### src/rtl/uart_route_pkg.sv
package uart_route_pkg;
  typedef enum logic [1:0] {
    RT_CTL_PC  = 2'd0,
    RT_GPS_PC  = 2'd1,
    RT_CTL_GPS = 2'd2,
    RT_AUTO    = 2'd3
  } route_mode_e;

  localparam int unsigned NUM_MODES = 4;
endpackage

### src/rtl/btn_conditioner.sv
module btn_conditioner #(
  parameter int unsigned DB_CYC = 10
) (
  input  logic clk_i,
  input  logic rst_ni,
  input  logic btn_i,
  output logic press_o
);
  localparam int unsigned CW = (DB_CYC < 2) ? 1 : $clog2(DB_CYC);

  logic [1:0]    sync_q;
  logic          level_q;
  logic [CW-1:0] run_q;
  logic          press_q;
  logic          synced;
  logic          settle;

  assign synced = sync_q[1];
  assign settle = (synced != level_q) && (run_q == CW'(DB_CYC - 1));

  always_ff @(posedge clk_i or negedge rst_ni) begin
    if (!rst_ni) begin
      sync_q  <= '0;
      level_q <= 1'b0;
      run_q   <= '0;
      press_q <= 1'b0;
    end else begin
      sync_q  <= {sync_q[0], btn_i};
      press_q <= settle && synced;
      if (synced == level_q) begin
        run_q <= '0;
      end else if (settle) begin
        level_q <= synced;
        run_q   <= '0;
      end else begin
        run_q <= run_q + 1'b1;
      end
    end
  end

  assign press_o = press_q;
endmodule

### src/rtl/mode_sequencer.sv
module mode_sequencer
  import uart_route_pkg::*;
#(
  parameter int unsigned HOLD_CYC = 50
) (
  input  logic        clk_i,
  input  logic        rst_ni,
  input  logic        press_i,
  output route_mode_e mode_o,
  output logic        hold_o
);
  localparam int unsigned HW = $clog2(HOLD_CYC + 1);

  route_mode_e   mode_q;
  route_mode_e   mode_nxt;
  logic [HW-1:0] hold_q;

  assign mode_nxt = route_mode_e'(mode_q + 2'd1);

  always_ff @(posedge clk_i or negedge rst_ni) begin
    if (!rst_ni) begin
      mode_q <= RT_CTL_PC;
      hold_q <= '0;
    end else if (press_i) begin
      mode_q <= mode_nxt;
      // entering the receiver-PC mode (re)arms the hold; any other step cancels it
      hold_q <= (mode_nxt == RT_GPS_PC) ? HW'(HOLD_CYC) : '0;
    end else if (hold_q != '0) begin
      hold_q <= hold_q - 1'b1;
    end
  end

  assign mode_o = mode_q;
  assign hold_o = (hold_q != '0);
endmodule

### src/rtl/route_crossbar.sv
module route_crossbar
  import uart_route_pkg::*;
(
  input  route_mode_e mode_i,
  input  logic        hold_i,
  input  logic        ctl_tx_i,
  input  logic        gps_tx_i,
  input  logic        pc_tx_i,
  output logic        ctl_rx_o,
  output logic        gps_rx_o,
  output logic        pc_rx_o
);
  always_comb begin
    ctl_rx_o = 1'b1;
    gps_rx_o = 1'b1;
    pc_rx_o  = 1'b1;
    unique case (mode_i)
      RT_CTL_PC: begin
        ctl_rx_o = pc_tx_i;
        pc_rx_o  = ctl_tx_i;
      end
      RT_GPS_PC: begin
        if (!hold_i) begin
          pc_rx_o  = gps_tx_i;
          gps_rx_o = pc_tx_i;
        end
      end
      RT_CTL_GPS: begin
        ctl_rx_o = gps_tx_i;
        gps_rx_o = ctl_tx_i;
      end
      RT_AUTO: begin
        ctl_rx_o = gps_tx_i;
        pc_rx_o  = ctl_tx_i;
      end
      default: ;
    endcase
  end
endmodule

### src/rtl/uart_route_switch.sv
module uart_route_switch
  import uart_route_pkg::*;
#(
  parameter int unsigned CLK_FREQ_HZ   = 50_000_000,
  parameter int unsigned DEBOUNCE_MS   = 10,
  parameter int unsigned LINK_DELAY_MS = 5000
) (
  input  logic       clk_i,
  input  logic       rst_ni,
  input  logic       btn_i,
  input  logic       ctl_tx_i,
  input  logic       gps_tx_i,
  input  logic       pc_tx_i,
  output logic       ctl_rx_o,
  output logic       gps_rx_o,
  output logic       pc_rx_o,
  output logic [3:0] mode_led_o,
  output logic       hold_led_o
);
  localparam int unsigned CYC_PER_MS = CLK_FREQ_HZ / 1000;
  localparam int unsigned DB_CYC     = CYC_PER_MS * DEBOUNCE_MS;
  localparam int unsigned HOLD_CYC   = CYC_PER_MS * LINK_DELAY_MS;

  logic        press;
  logic        hold;
  route_mode_e mode;

  btn_conditioner #(.DB_CYC(DB_CYC)) u_btn (
    .clk_i  (clk_i),
    .rst_ni (rst_ni),
    .btn_i  (btn_i),
    .press_o(press)
  );

  mode_sequencer #(.HOLD_CYC(HOLD_CYC)) u_seq (
    .clk_i  (clk_i),
    .rst_ni (rst_ni),
    .press_i(press),
    .mode_o (mode),
    .hold_o (hold)
  );

  route_crossbar u_xbar (
    .mode_i  (mode),
    .hold_i  (hold),
    .ctl_tx_i(ctl_tx_i),
    .gps_tx_i(gps_tx_i),
    .pc_tx_i (pc_tx_i),
    .ctl_rx_o(ctl_rx_o),
    .gps_rx_o(gps_rx_o),
    .pc_rx_o (pc_rx_o)
  );

  for (genvar i = 0; i < NUM_MODES; i++) begin : g_led
    assign mode_led_o[i] = (mode == route_mode_e'(i));
  end

  assign hold_led_o = hold;
endmodule

### config.mk
export PLATFORM = sky130hd
export DESIGN_NAME = uart_route_switch
export DESIGN_NICKNAME = d
export VERILOG_FILES = /design/src/rtl/uart_route_pkg.sv /design/src/rtl/btn_conditioner.sv /design/src/rtl/mode_sequencer.sv /design/src/rtl/route_crossbar.sv /design/src/rtl/uart_route_switch.sv
export SDC_FILE = /design/constraint.sdc
export NUM_CORES = 1
export LEC_CHECK = 0
export ABC_AREA = 1
export ABC_CLOCK_PERIOD_IN_PS = 1650
export BUFFER_PORTS_ARGS = -buffer_cell sky130_fd_sc_hd__buf_2
export CORE_ASPECT_RATIO = 0.9
export CORE_MARGIN = 3
export CORE_UTILIZATION = 60
export DETAILED_ROUTE_END_ITERATION = 6
export HOLD_SLACK_MARGIN = 0.06
export MAX_ROUTING_LAYER = met4
export PLACE_DENSITY = 0.82
export REMOVE_ABC_BUFFERS = 1
export SYNTH_ARGS = -nofsm -noshare
export SYNTH_HDL_FRONTEND = slang
export SYNTH_SLANG_ARGS = --single-unit
### constraint.sdc
create_clock -name clk_i -period 1.65 [get_ports clk_i]
set_input_delay 0.0825 -clock clk_i [delete_from_list [all_inputs] [get_ports clk_i]]
set_output_delay 0.0825 -clock clk_i [all_outputs]
set_load 0.05 [all_outputs]
==> results.py <==
metrics = {
    "timing": {
        "max-slew-margin-rel_pct": 73.27,
        "skew_ns": 0.006567,
        "post-route-worst-setup-slack_ns": -0.2094,
        "post-route-period-util_pct": 112.7,
        "fmax_mhz": 537.8,
        "fin_crit_ns": 1.859,
        "slew_viol_final": 0,
        "rsz0062_at_grt": "true",
        "hold_viol": 0,
        "setup_violations": 18,
        "holdWs_ns": 0.2827,
        "worst_pin_slew_ns": 0.3995,
    },
    "die": {
        "fp.coreArea_sq_um": 5015,
        "ios": 14,
        "die_h_um": 75.59,
        "row_count": 24,
        "fp.dieArea_sq_um": 6297,
        "die_w_um": 83.32,
        "start_util_pct": 64.37,
    },
    "synthesis": {
        "ys.flop_type": "dfrtp_1",
        "synthTopCellsByArea": "dfrtp_1 (41%), nand2_1 (12%), nor2_1 (11%)",
        "syn-cell-area_sq_um": 3228,
        "async_flop_share_pct": 100.0,
        "synth_seq_area_share_pct": 41.09,
        "synth_cells": 451,
        "synth_top_cell_area_share_pct": 41.09,
        "synth-seq-cells": 53,
        "synth_top_cell_by_area": "dfrtp_1",
        "yosys-top-cells-count": "nand2_1 (105), nor2_1 (98), dfrtp_1 (53)",
        "synth_cell_types": 29,
        "synth_area_per_cell_sq_um": 7.158,
        "ys_warn_count": 0,
        "synth_most_common_cell": "nand2_1",
        "synth_edf_count": 0,
    },
    "setup_path": {
        "arrival_ns": 1.78,
        "cp-end-kind": "primary output",
        "critPathSlowestCell": "dfrtp_1",
        "critPathRequiredTime_ns": 1.57,
        "worstRegToRegCells": 9,
        "crit_path_frequent_cell": "inv_2",
        "start_kind": "flop",
        "crit_buf_inv": 4,
        "crit_type": "flop to primary output",
        "cpPeakStageDelay_ns": 0.40,
        "crit_fanout": 3,
        "r2r-end": "u_seq.hold_q[3]",
        "cp_top_family": "simple AND/OR/NAND/NOR gates",
        "reg2reg_from": "u_seq.hold_q[0]",
        "path_cells": "inv_2, ha_4, inv_4, nor3_4, nand3_2, nor2_4, inv_2, o21ai_1, nand2_1, buf_6",
        "reg2reg_slack_ns": -0.09,
    },
    "clock_tree": {
        "h-tree-depth": 2,
        "clock_latency_ns": 0.31,
        "cts_tree": "done",
        "cts_made_buffers": 5,
        "clock-sinks": 53,
        "clk_pin_slew_ns": 0.10,
        "ctsRootBufferMaster": "clkbuf_8",
        "cts_buffer_depth": 2,
    },
    "status": {
        "status": "complete, but fails checks",
        "violations": "setup timing",
    },
    "global_routing": {
        "grt_use_total_pct": 28.46,
        "grt_pass1_wl_um": 13660,
        "grt_antenna_before_repair": 0,
        "grt-ovfl-total": 0,
        "grt_pass1_vias": 2915,
        "grt_max_degree": 54,
    },
    "finish": {
        "drive_gt1_share_pct": 25.49,
        "register_area_sq_um": 1331,
        "fillers": 324,
        "multiInputGateArea_sq_um": 1823,
        "num_antenna_cells": 0,
        "layout.nets": 522,
        "area_growth_pct": 25.35,
        "finalCoreUtilization_pct": 80.69,
        "final_cells": 575,
    },
    "routing": {
        "viasPerCell": 5.645,
        "avgRoutedWirePerCell_um": 15.81,
        "vias": 3246,
        "ant_nets": 0,
        "routed_wl_um": 9091,
        "drtPass1Iterations": 5,
        "dr.first_iter.drc_count": 311,
        "post-route-drc-count": 0,
    },
    "power": {
        "p_sw_uw": 507.0,
        "power.density_nw_per_um2": 578.0,
        "irDropWorstVdd_v": 0.0004035,
        "p_leak_uw": 0.002172,
        "internal-power_uw": 1832,
        "p_comb_share_pct": 3.9,
        "power_frac_clock_pct": 40.0,
        "p_sw_share_pct": 21.68,
        "pwr-share-seq_pct": 56.1,
    },
    "min_path": {
        "hold_class": "primary input to asynchronous set/reset pin",
    },
    "place": {
        "gp_congestion": 0.9428,
        "hpwl_um": 5819,
        "dp_cells": 538,
        "io_buffers": 13,
        "dpl_worst_slack_ns": -0.08079,
    },
    "flow_run": {
        "maxCapViolations": 0,
    },
}
power by group through the flow:
| stage | clock (uW) | combinational, uW | sequential, uW |
|---|---|---|---|
| global placement | 0 | 80.8 | 1340 |
| detailed placement | 0 | 82.8 | 1340 |
| finish | 935 | 91.3 | 1310 |
| CTS | 925 | 88.7 | 1310 |
| floorplan | 0 | 31.9 | 1340 |
| global route | 985 | 101 | 1310 |
cells by family after synthesis:
logic type | after synthesis | synth area share (%)
and+or+nand+nor | 297 | 41.12
buffers and inverters | 56 | 7.054
DFF | 53 | 41.09
AOI/OAI and AO/OA | 23 | 3.953
xor gates and xnor gates | 15 | 4.070
adders and majority gates | 7 | 2.713
stage by stage:
step           total power [uW]  area, sq um  setup TNS, ns
6_report                   2339         4046         -1.527
5_1_grt                    2400         4046         -2.939
4_1_cts                    2326         3731        -0.4463
3_5_place_dp               1421         3492        -0.1929
3_3_place_gp               1418         3492              0
2_1_floorplan              1369         3181        -0.1189
metal layers:
metal  track usage [%]  share of wire [%]  vias up
met5                 -                  0        -
met4             8.348                2.1        0
met3             4.757                8.9       27
met2             44.75                 47      172
met1             38.60                 42     1512
li1                  -                  -     1535
layout make-up:
cell class	instances	share of cell area, %
Multi-Input combinational cell	342	45.05
Sequential cell	53	32.90
Timing Repair Buffer	59	12.65
Inverter	48	4.515
Clock buffer	7	2.134
Tap cell	65	2.010
Clock inverter	1	0.7421
worst max path at each step:
stage / slack (ns) / cells after the start / start / to
floorplan: -0.06 / 9 / u_seq.hold_q[0] / gps_rx_o
global placement: 0.04 / 9 / u_seq.hold_q[1] / u_seq.hold_q[17]
detailed placement: -0.08 / 9 / u_seq.hold_q[0] / u_seq.hold_q[12]
CTS: -0.20 / 10 / u_seq.hold_q[1] / gps_rx_o
global route: -0.30 / 9 / u_seq.hold_q[5] / gps_rx_o
finish: -0.21 / 10 / u_seq.hold_q[0] / gps_rx_o
registers in the layout, summed over array words and instances (netlist names):
| name | flops |
|---|---|
| u_btn.level_q | 1 |
| u_seq.mode_o | 2 |
| u_btn.sync_q | 2 |
| u_btn.run_q | 19 |
| u_btn.press_o | 1 |
| u_seq.hold_q | 28 |
worst reg2reg max path: stages, from the launching register on:
cell and delay (ns):
dfrtp_1 0.40, inv_2 0.10, ha_4 0.15, inv_4 0.04, buf_4 0.13, nor3_2 0.15
nand4_1 0.20, nor2_4 0.25, clkbuf_16 0.19, nor2_1 0.05
what timing repair did:
item,CTS,global route
endpoints found under the hold margin,54,0
endpoints found under the setup margin,16,27
hold buffers,2,0
gates resized for setup,20,46
setup buffers,6,21
cloned,0,1
pin swaps,8,18
placed cells by master, fill, tap and decap left out, types with 6 or more instances in the layout:
cell type,synthesis,final
a21oi_1,8,7
buf_2,0,9
buf_4,2,39
clkbuf_8,0,6
dfrtp_1,53,49
inv_1,47,44
nand2_1,105,100
nand2_2,4,8
nand3_1,45,44
nand4_1,10,10
nor2_1,98,80
nor2_2,8,20
nor2_4,5,11
nor3_1,8,6
or2_2,6,6
xor2_1,11,11
Note: power is estimated with default switching activity, not from simulation.
